## config.mk

```make
export PLATFORM = sky130hd
export DESIGN_NAME = pg_xlate
export DESIGN_NICKNAME = d
export VERILOG_FILES = /design/src/rtl/pgx_pkg.sv /design/src/rtl/pgx_tlb.sv /design/src/rtl/pgx_walker.sv /design/src/rtl/pg_xlate.sv
export SDC_FILE = /design/constraint.sdc
export NUM_CORES = 2
export LEC_CHECK = 0
export BUFFER_PORTS_ARGS = -buffer_cell sky130_fd_sc_hd__buf_2
export CORE_UTILIZATION = 45
export DETAILED_ROUTE_END_ITERATION = 7
export HOLD_SLACK_MARGIN = 0.06
export SETUP_SLACK_MARGIN = 0.02
export SLEW_MARGIN = 0
export SYNTH_ARGS = -nofsm -noshare
export SYNTH_HDL_FRONTEND = slang
export SYNTH_SLANG_ARGS = --single-unit
```

## constraint.sdc

```tcl
create_clock -name clk -period 9.1 [get_ports clk]
set_input_delay 0.455 -clock clk [delete_from_list [all_inputs] [get_ports clk]]
set_output_delay 0.455 -clock clk [all_outputs]
set_load 0.005 [all_outputs]
```

## src/rtl/pgx_pkg.sv

```systemverilog
package pgx_pkg;
  typedef enum logic [1:0] {
    XS_IDLE = 2'd0,
    XS_DIR  = 2'd1,
    XS_TBL  = 2'd2,
    XS_RSP  = 2'd3
  } xl_state_e;
endpackage

```

## src/rtl/pgx_tlb.sv

```systemverilog
module pgx_tlb #(
  parameter int ENTRIES = 32,
  parameter int VPN_W   = 20,
  parameter int PFN_W   = 20
) (
  input  logic             clk,
  input  logic             rst_n,
  input  logic             flush,
  input  logic [VPN_W-1:0] lk_vpn,
  output logic             lk_hit,
  output logic [PFN_W-1:0] lk_pfn,
  input  logic             fill_en,
  input  logic [VPN_W-1:0] fill_vpn,
  input  logic [PFN_W-1:0] fill_pfn
);
  localparam int IDX_W = (ENTRIES > 1) ? $clog2(ENTRIES) : 1;

  logic [ENTRIES-1:0] vld_q;
  logic [VPN_W-1:0]   tag_q [ENTRIES];
  logic [PFN_W-1:0]   pfn_q [ENTRIES];
  logic [ENTRIES-1:0] hit_vec;
  logic [IDX_W-1:0]   rr_q;
  logic [IDX_W-1:0]   free_idx;
  logic               free_found;
  logic [IDX_W-1:0]   victim;

  for (genvar g = 0; g < ENTRIES; g++) begin : g_cmp
    assign hit_vec[g] = vld_q[g] && (tag_q[g] == lk_vpn);
  end

  always_comb begin
    lk_pfn = '0;
    for (int i = 0; i < ENTRIES; i++)
      if (hit_vec[i]) lk_pfn = lk_pfn | pfn_q[i];
  end
  assign lk_hit = |hit_vec;

  always_comb begin
    free_found = 1'b0;
    free_idx   = '0;
    for (int i = ENTRIES - 1; i >= 0; i--)
      if (!vld_q[i]) begin
        free_found = 1'b1;
        free_idx   = IDX_W'(i);
      end
  end
  assign victim = free_found ? free_idx : rr_q;

  always_ff @(posedge clk or negedge rst_n) begin
    if (!rst_n) begin
      vld_q <= '0;
      rr_q  <= '0;
    end else if (flush) begin
      vld_q <= '0;
      rr_q  <= '0;
    end else if (fill_en) begin
      vld_q[victim] <= 1'b1;
      if (!free_found)
        rr_q <= (rr_q == IDX_W'(ENTRIES - 1)) ? '0 : rr_q + 1'b1;
    end
  end

  always_ff @(posedge clk) begin
    if (fill_en && !flush) begin
      tag_q[victim] <= fill_vpn;
      pfn_q[victim] <= fill_pfn;
    end
  end


  no_dup_page_chk: assert property (@(posedge clk) disable iff (!rst_n)
    $onehot0(hit_vec));


  fill_takes_free_chk: assert property (@(posedge clk) disable iff (!rst_n)
    (fill_en && !flush && free_found) |=> ($countones(vld_q) == $past($countones(vld_q)) + 1));


  flush_empties_chk: assert property (@(posedge clk) disable iff (!rst_n)
    flush |=> (vld_q == '0));
endmodule

```

## src/rtl/pgx_walker.sv

```systemverilog
module pgx_walker
  import pgx_pkg::*;
#(
  parameter int AW    = 32,
  parameter int OFF_W = 12,
  parameter int IX_W  = 10
) (
  input  logic                clk,
  input  logic                rst_n,
  input  logic                pg_on,
  input  logic [AW-OFF_W-1:0] dir_frame,
  input  logic                req_valid,
  output logic                req_ready,
  input  logic [AW-1:0]       req_lin,
  output logic                rsp_valid,
  input  logic                rsp_ready,
  output logic [AW-1:0]       rsp_phys,
  output logic                rsp_fault,
  output logic [AW-OFF_W-1:0] lk_vpn,
  input  logic                lk_hit,
  input  logic [AW-OFF_W-1:0] lk_pfn,
  output logic                fill_en,
  output logic [AW-OFF_W-1:0] fill_vpn,
  output logic [AW-OFF_W-1:0] fill_pfn,
  output logic                mem_rd_req,
  output logic [AW-1:0]       mem_rd_addr,
  input  logic                mem_rd_ack,
  input  logic [AW-1:0]       mem_rd_data
);
  localparam int FN_W = AW - OFF_W;
  localparam int HI_LSB = OFF_W + IX_W;

  xl_state_e        st_q;
  logic [AW-1:0]    lin_q;
  logic [FN_W-1:0]  tbl_q;
  logic [AW-1:0]    phys_q;
  logic             fault_q;
  logic             accept;
  logic             present;

  assign req_ready  = (st_q == XS_IDLE);
  assign accept     = req_valid && req_ready;
  assign lk_vpn     = req_lin[AW-1:OFF_W];
  assign rsp_valid  = (st_q == XS_RSP);
  assign rsp_phys   = phys_q;
  assign rsp_fault  = fault_q;
  assign present    = mem_rd_data[0];
  assign mem_rd_req = (st_q == XS_DIR) || (st_q == XS_TBL);

  always_comb begin
    if (st_q == XS_TBL)
      mem_rd_addr = {tbl_q, lin_q[HI_LSB-1:OFF_W], 2'b00};
    else
      mem_rd_addr = {dir_frame, lin_q[AW-1:HI_LSB], 2'b00};
  end

  assign fill_en  = (st_q == XS_TBL) && mem_rd_ack && present;
  assign fill_vpn = lin_q[AW-1:OFF_W];
  assign fill_pfn = mem_rd_data[AW-1:OFF_W];

  always_ff @(posedge clk or negedge rst_n) begin
    if (!rst_n) begin
      st_q    <= XS_IDLE;
      lin_q   <= '0;
      tbl_q   <= '0;
      phys_q  <= '0;
      fault_q <= 1'b0;
    end else begin
      unique case (st_q)
        XS_IDLE: if (accept) begin
          lin_q   <= req_lin;
          fault_q <= 1'b0;
          if (!pg_on) begin
            phys_q <= req_lin;
            st_q   <= XS_RSP;
          end else if (lk_hit) begin
            phys_q <= {lk_pfn, req_lin[OFF_W-1:0]};
            st_q   <= XS_RSP;
          end else begin
            st_q   <= XS_DIR;
          end
        end
        XS_DIR: if (mem_rd_ack) begin
          if (present) begin
            tbl_q <= mem_rd_data[AW-1:OFF_W];
            st_q  <= XS_TBL;
          end else begin
            phys_q  <= '0;
            fault_q <= 1'b1;
            st_q    <= XS_RSP;
          end
        end
        XS_TBL: if (mem_rd_ack) begin
          phys_q  <= present ? {mem_rd_data[AW-1:OFF_W], lin_q[OFF_W-1:0]} : '0;
          fault_q <= !present;
          st_q    <= XS_RSP;
        end
        XS_RSP: if (rsp_ready) st_q <= XS_IDLE;
        default: st_q <= XS_IDLE;
      endcase
    end
  end


  rd_hold_chk: assert property (@(posedge clk) disable iff (!rst_n)
    (mem_rd_req && !mem_rd_ack) |=> (mem_rd_req && $stable(mem_rd_addr)));


  dir_absent_chk: assert property (@(posedge clk) disable iff (!rst_n)
    (st_q == XS_DIR && mem_rd_ack && !present) |=> (rsp_valid && rsp_fault && rsp_phys == '0));


  bypass_chk: assert property (@(posedge clk) disable iff (!rst_n)
    (accept && !pg_on) |=> (rsp_valid && !rsp_fault && rsp_phys == $past(req_lin)));
endmodule

```

## src/rtl/pg_xlate.sv

```systemverilog
module pg_xlate #(
  parameter int AW      = 32,
  parameter int OFF_W   = 12,
  parameter int IX_W    = 10,
  parameter int ENTRIES = 32
) (
  input  logic          clk,
  input  logic          rst_n,
  input  logic          pg_on,
  input  logic          base_wr,
  input  logic [AW-1:0] base_in,
  input  logic          req_valid,
  output logic          req_ready,
  input  logic [AW-1:0] req_lin,
  output logic          rsp_valid,
  input  logic          rsp_ready,
  output logic [AW-1:0] rsp_phys,
  output logic          rsp_fault,
  output logic          mem_rd_req,
  output logic [AW-1:0] mem_rd_addr,
  input  logic          mem_rd_ack,
  input  logic [AW-1:0] mem_rd_data
);
  localparam int FN_W = AW - OFF_W;

  logic [FN_W-1:0] dir_frame_q;
  logic [FN_W-1:0] lk_vpn, lk_pfn, fill_vpn, fill_pfn;
  logic            lk_hit, fill_en;

  always_ff @(posedge clk or negedge rst_n) begin
    if (!rst_n) dir_frame_q <= '0;
    else if (base_wr) dir_frame_q <= base_in[AW-1:OFF_W];
  end

  pgx_tlb #(.ENTRIES(ENTRIES), .VPN_W(FN_W), .PFN_W(FN_W)) tlb_i (
    .clk(clk), .rst_n(rst_n), .flush(base_wr),
    .lk_vpn(lk_vpn), .lk_hit(lk_hit), .lk_pfn(lk_pfn),
    .fill_en(fill_en), .fill_vpn(fill_vpn), .fill_pfn(fill_pfn)
  );

  pgx_walker #(.AW(AW), .OFF_W(OFF_W), .IX_W(IX_W)) walk_i (
    .clk(clk), .rst_n(rst_n), .pg_on(pg_on), .dir_frame(dir_frame_q),
    .req_valid(req_valid), .req_ready(req_ready), .req_lin(req_lin),
    .rsp_valid(rsp_valid), .rsp_ready(rsp_ready), .rsp_phys(rsp_phys),
    .rsp_fault(rsp_fault), .lk_vpn(lk_vpn), .lk_hit(lk_hit), .lk_pfn(lk_pfn),
    .fill_en(fill_en), .fill_vpn(fill_vpn), .fill_pfn(fill_pfn),
    .mem_rd_req(mem_rd_req), .mem_rd_addr(mem_rd_addr),
    .mem_rd_ack(mem_rd_ack), .mem_rd_data(mem_rd_data)
  );


  rsp_hold_chk: assert property (@(posedge clk) disable iff (!rst_n)
    (rsp_valid && !rsp_ready) |=> (rsp_valid && $stable(rsp_phys) && $stable(rsp_fault)));


  one_in_flight_chk: assert property (@(posedge clk) disable iff (!rst_n)
    (rsp_valid || mem_rd_req) |-> !req_ready);


  busy_after_accept_chk: assert property (@(posedge clk) disable iff (!rst_n)
    (req_valid && req_ready) |=> !req_ready);
endmodule

```

==> results.cfg <==
[timing]
slew_viol_final = 0
finalWorstSetupSlack_ns = 4.145
hold_viol = 0
fmax_mhz = 201.8
max_slew_margin_pct = 9.793
tightestPinTransition_ns = 1.341
rsz0062_at_grt = no
fin_tns_setup_ns = 0
period_minus_slack_ns = 4.955
fin_hold_ws_ns = 0.08490
setup_viol = 0
fin_crit_sh_pct = 54.45
finClkSkew_ns = 0.03990

[critical_path]
crit_slowest_cell = nor3_2
end_kind = flip-flop
crit_buf_inv = 1
critical_path_arrival_ns = 5.35
crit_fanout = 35
startpoint = tlb_i.vld_q[30]
setup.worst_path.start_class = flip-flop
cpPeakStageDelay_ns = 0.96
regToRegStartpoint = tlb_i.vld_q[30]
crit_path_cell_trace = nand4_1 -> a21oi_1 -> o21bai_1 -> a2111oi_0 -> o2bb2ai_1 -> nand2b_1 -> nor3_2 -> buf_4
r2r_slack_ns = 4.15
critPathKind = flip-flop to flip-flop
required_ns = 9.50
cp_top_family = simple AND/OR/NAND/NOR gates

[grt]
antenna_found_initial = 8
groute.usage.overall_pct = 33.70
grt_max_degree = 89
grt_pass1_vias = 39130
grt_pass1_wl_mm = 314.6
grt_overflow = 0

[place]
dp_hpwl_mm = 136.0
port_buffers = 145
post-place-ws_ns = 4.079
place.gp.congestion = 0.9824

[floorplan]
initial_core_util_pct = 45.30
core_area_um2 = 133300
io_pins = 171
dieArea_um2 = 135700
die_h_um = 368.3
fp.dieW_um = 368.3
fp-row-count = 134

[clock_tree]
insertion_delay_ns = 0.80
clock_path_buffers = 3
tritoncts = done
h-tree-depth = 4
cts_buffers = 147
cts.clk_slew.worst_paths_ns = 0.07
numClockSinks = 1424
root_buffer = clkbuf_16

[detailed_routing]
finalWirelength_mm = 231.2
num_vias = 41840
ant_nets = 0
drt_iter0_drc = 7177
route.detailed.drc = 4
drt-pass1-iter-count = 8
detail_route.wl_per_cell_um = 36.54
viasPerCell = 6.614

[cells_and_area]
multi_input_area_um2 = 17230
fin_nets = 4549
drive_gt1_share_pct = 17.44
regArea_um2 = 42060
final_cell_mix = edfxtp_1 (1,280), xnor2_1 (546), nand4_1 (337)
fillers = 11160
final_common_cell = edfxtp_1
syn2layout_area_growth_pct = 14.52
postLayoutCoreUtil_pct = 51.88

[run_status]
violations = design-rule violations
status = finished with violations

[synth]
synth-async-reset-ratio_pct = 10.11
syn_inst = 4121
ys_types = 76
seq_area_frac_synth_pct = 69.62
synth-edff-count = 1280
avgSynthCellArea_um2 = 14.65
synth_warnings = 0
syn-cell-area_um2 = 60380
ys_ff_latch = 1424
synth_top_flop_cell = edfxtp_1

[flow_run]
maxCapViolations = 0

[pwr]
power_density_nw_per_um2 = 237.9
leakage_nw = 22.17
peakVddDrop_mv = 0.2208
finalPower_w = 0.01645

[hold_path]
min_path_type = primary input to flip-flop
min_from = rsp_ready
[state kept, by name, summed over array words and instances, names as in the netlist]
| name | cells |
|---|---|
| tlb_i.pfn_q | 640 |
| tlb_i.tag_q | 640 |
| tlb_i.vld_q | 32 |
| walk_i.lin_q | 32 |
| walk_i.rsp_phys | 32 |
| dir_frame_q | 20 |
| walk_i.tbl_q | 20 |
| tlb_i.rr_q | 5 |
| walk_i.st_q | 2 |
| walk_i.rsp_fault | 1 |
[cells in the mapped netlist (4+ instances only)]
library cell | count | area, um2
and4b_1 | 5 | 50.05
a22oi_1 | 34 | 255.2
or2_2 | 5 | 31.28
buf_6 | 7 | 78.83
o2111ai_1 | 56 | 490.5
nor4_2 | 9 | 112.6
xor2_1 | 109 | 954.7
a32oi_1 | 69 | 604.3
o21a_1 | 6 | 45.04
a31oi_1 | 10 | 62.56
nor3_1 | 123 | 615.6
mux2_2 | 93 | 1047
ha_1 | 6 | 75.07
dfrtp_1 | 144 | 3603
o221ai_1 | 4 | 35.03
nand4_1 | 337 | 2108
o32ai_1 | 22 | 192.7
clkbuf_1 | 103 | 386.6
a32o_1 | 4 | 40.04
o21bai_1 | 11 | 82.58
o211ai_1 | 4 | 30.03
a22o_1 | 6 | 52.55
buf_4 | 55 | 412.9
and3_1 | 41 | 256.5
nor2_1 | 104 | 390.4
and2_1 | 19 | 118.9
o22ai_1 | 11 | 68.82
a21oi_1 | 20 | 100.1
xnor2_1 | 546 | 4782
mux2_4 | 29 | 435.4
a221o_1 | 6 | 60.06
nor4bb_1 | 10 | 100.1
nand3_1 | 291 | 1456
or4_1 | 11 | 82.58
a2111oi_0 | 5 | 43.79
and4_1 | 14 | 122.6
edfxtp_1 | 1280 | 38440
nor4_1 | 68 | 425.4
inv_1 | 135 | 506.7
o21ai_0 | 38 | 190.2
buf_2 | 35 | 175.2
a222oi_1 | 7 | 70.07
nand2_1 | 163 | 611.8
buf_1 | 10 | 37.54
[worst paths after layout]
| check | cells after the start | end |
|---|---|---|
| worst max-delay path | 8 | tlb_i.tag_q[8][13] |
| worst min-delay path | 4 | walk_i.st_q[0] |
| worst max register to register | 8 | tlb_i.tag_q[8][13] |
| worst min register to register | 2 | walk_i.lin_q[4] |
| max in group asynchronous | 3 | walk_i.lin_q[24] |
| min in group asynchronous | 2 | dir_frame_q[6] |
[final cells by class]
type                       instances  share of cell area [%]
antenna                            7                 0.02533
clock buffer                     190                   5.886
clock inverter                    71                  0.6550
inverter                         135                  0.7328
multi-input combinational       2350                   24.92
sequential                      1424                   60.83
tap                             1768                   3.199
timing repair buffer             382                   3.751
[metal layers]
| layer | share of wire (%) | vias to the layer above | track usage [%] |
|---|---|---|---|
| li1 | - | 16490 | - |
| met1 | 36 | 21300 | 44.00 |
| met2 | 44 | 3289 | 50.60 |
| met3 | 13 | 760 | 9.127 |
| met4 | 6.4 | 10 | 19.55 |
| met5 | 0.031 | - | 0 |
[power by group]
part / switching (W) / internal (W) / leakage, nW / total, W
logic: 0.00194 / 0.000767 / 6.62 / 0.00270
registers: 0.000140 / 0.00779 / 13.3 / 0.00793
clock network: 0.00254 / 0.00328 / 2.23 / 0.00582
[tightest hold or removal path: cells and delay by family]
family	cells	cell delay, ns
compound gates	2	0.24
buf+inv	2	0.14
[cell families after synthesis]
family	after synthesis	synth area share, %
buffers and inverters	348	2.746
multiplexers	125	2.505
XOR/XNOR	656	9.528
other	1	0.006210
AO/OA/AOI/OAI	337	4.368
flip-flops	1424	69.62
adder cells (fa/ha/maj)	6	0.1243
AND/OR/NAND/NOR	1224	11.10
[repair_timing]
| action | CTS | global route |
|---|---|---|
| hold endpoints to repair | 119 | 0 |
| buffers inserted | 0 | 0 |
| resized for setup | 0 | 0 |
| hold buffers | 33 | 0 |
[metrics by stage]
step / instance area, um2 / instances
2_1_floorplan: 60390 / 4122
3_5_place_dp: 64280 / 6026
3_3_place_gp: 64280 / 6026
4_1_cts: 69130 / 6320
6_report: 69150 / 6327
5_1_grt: 69130 / 6320
(Power assumes the default switching activity.)
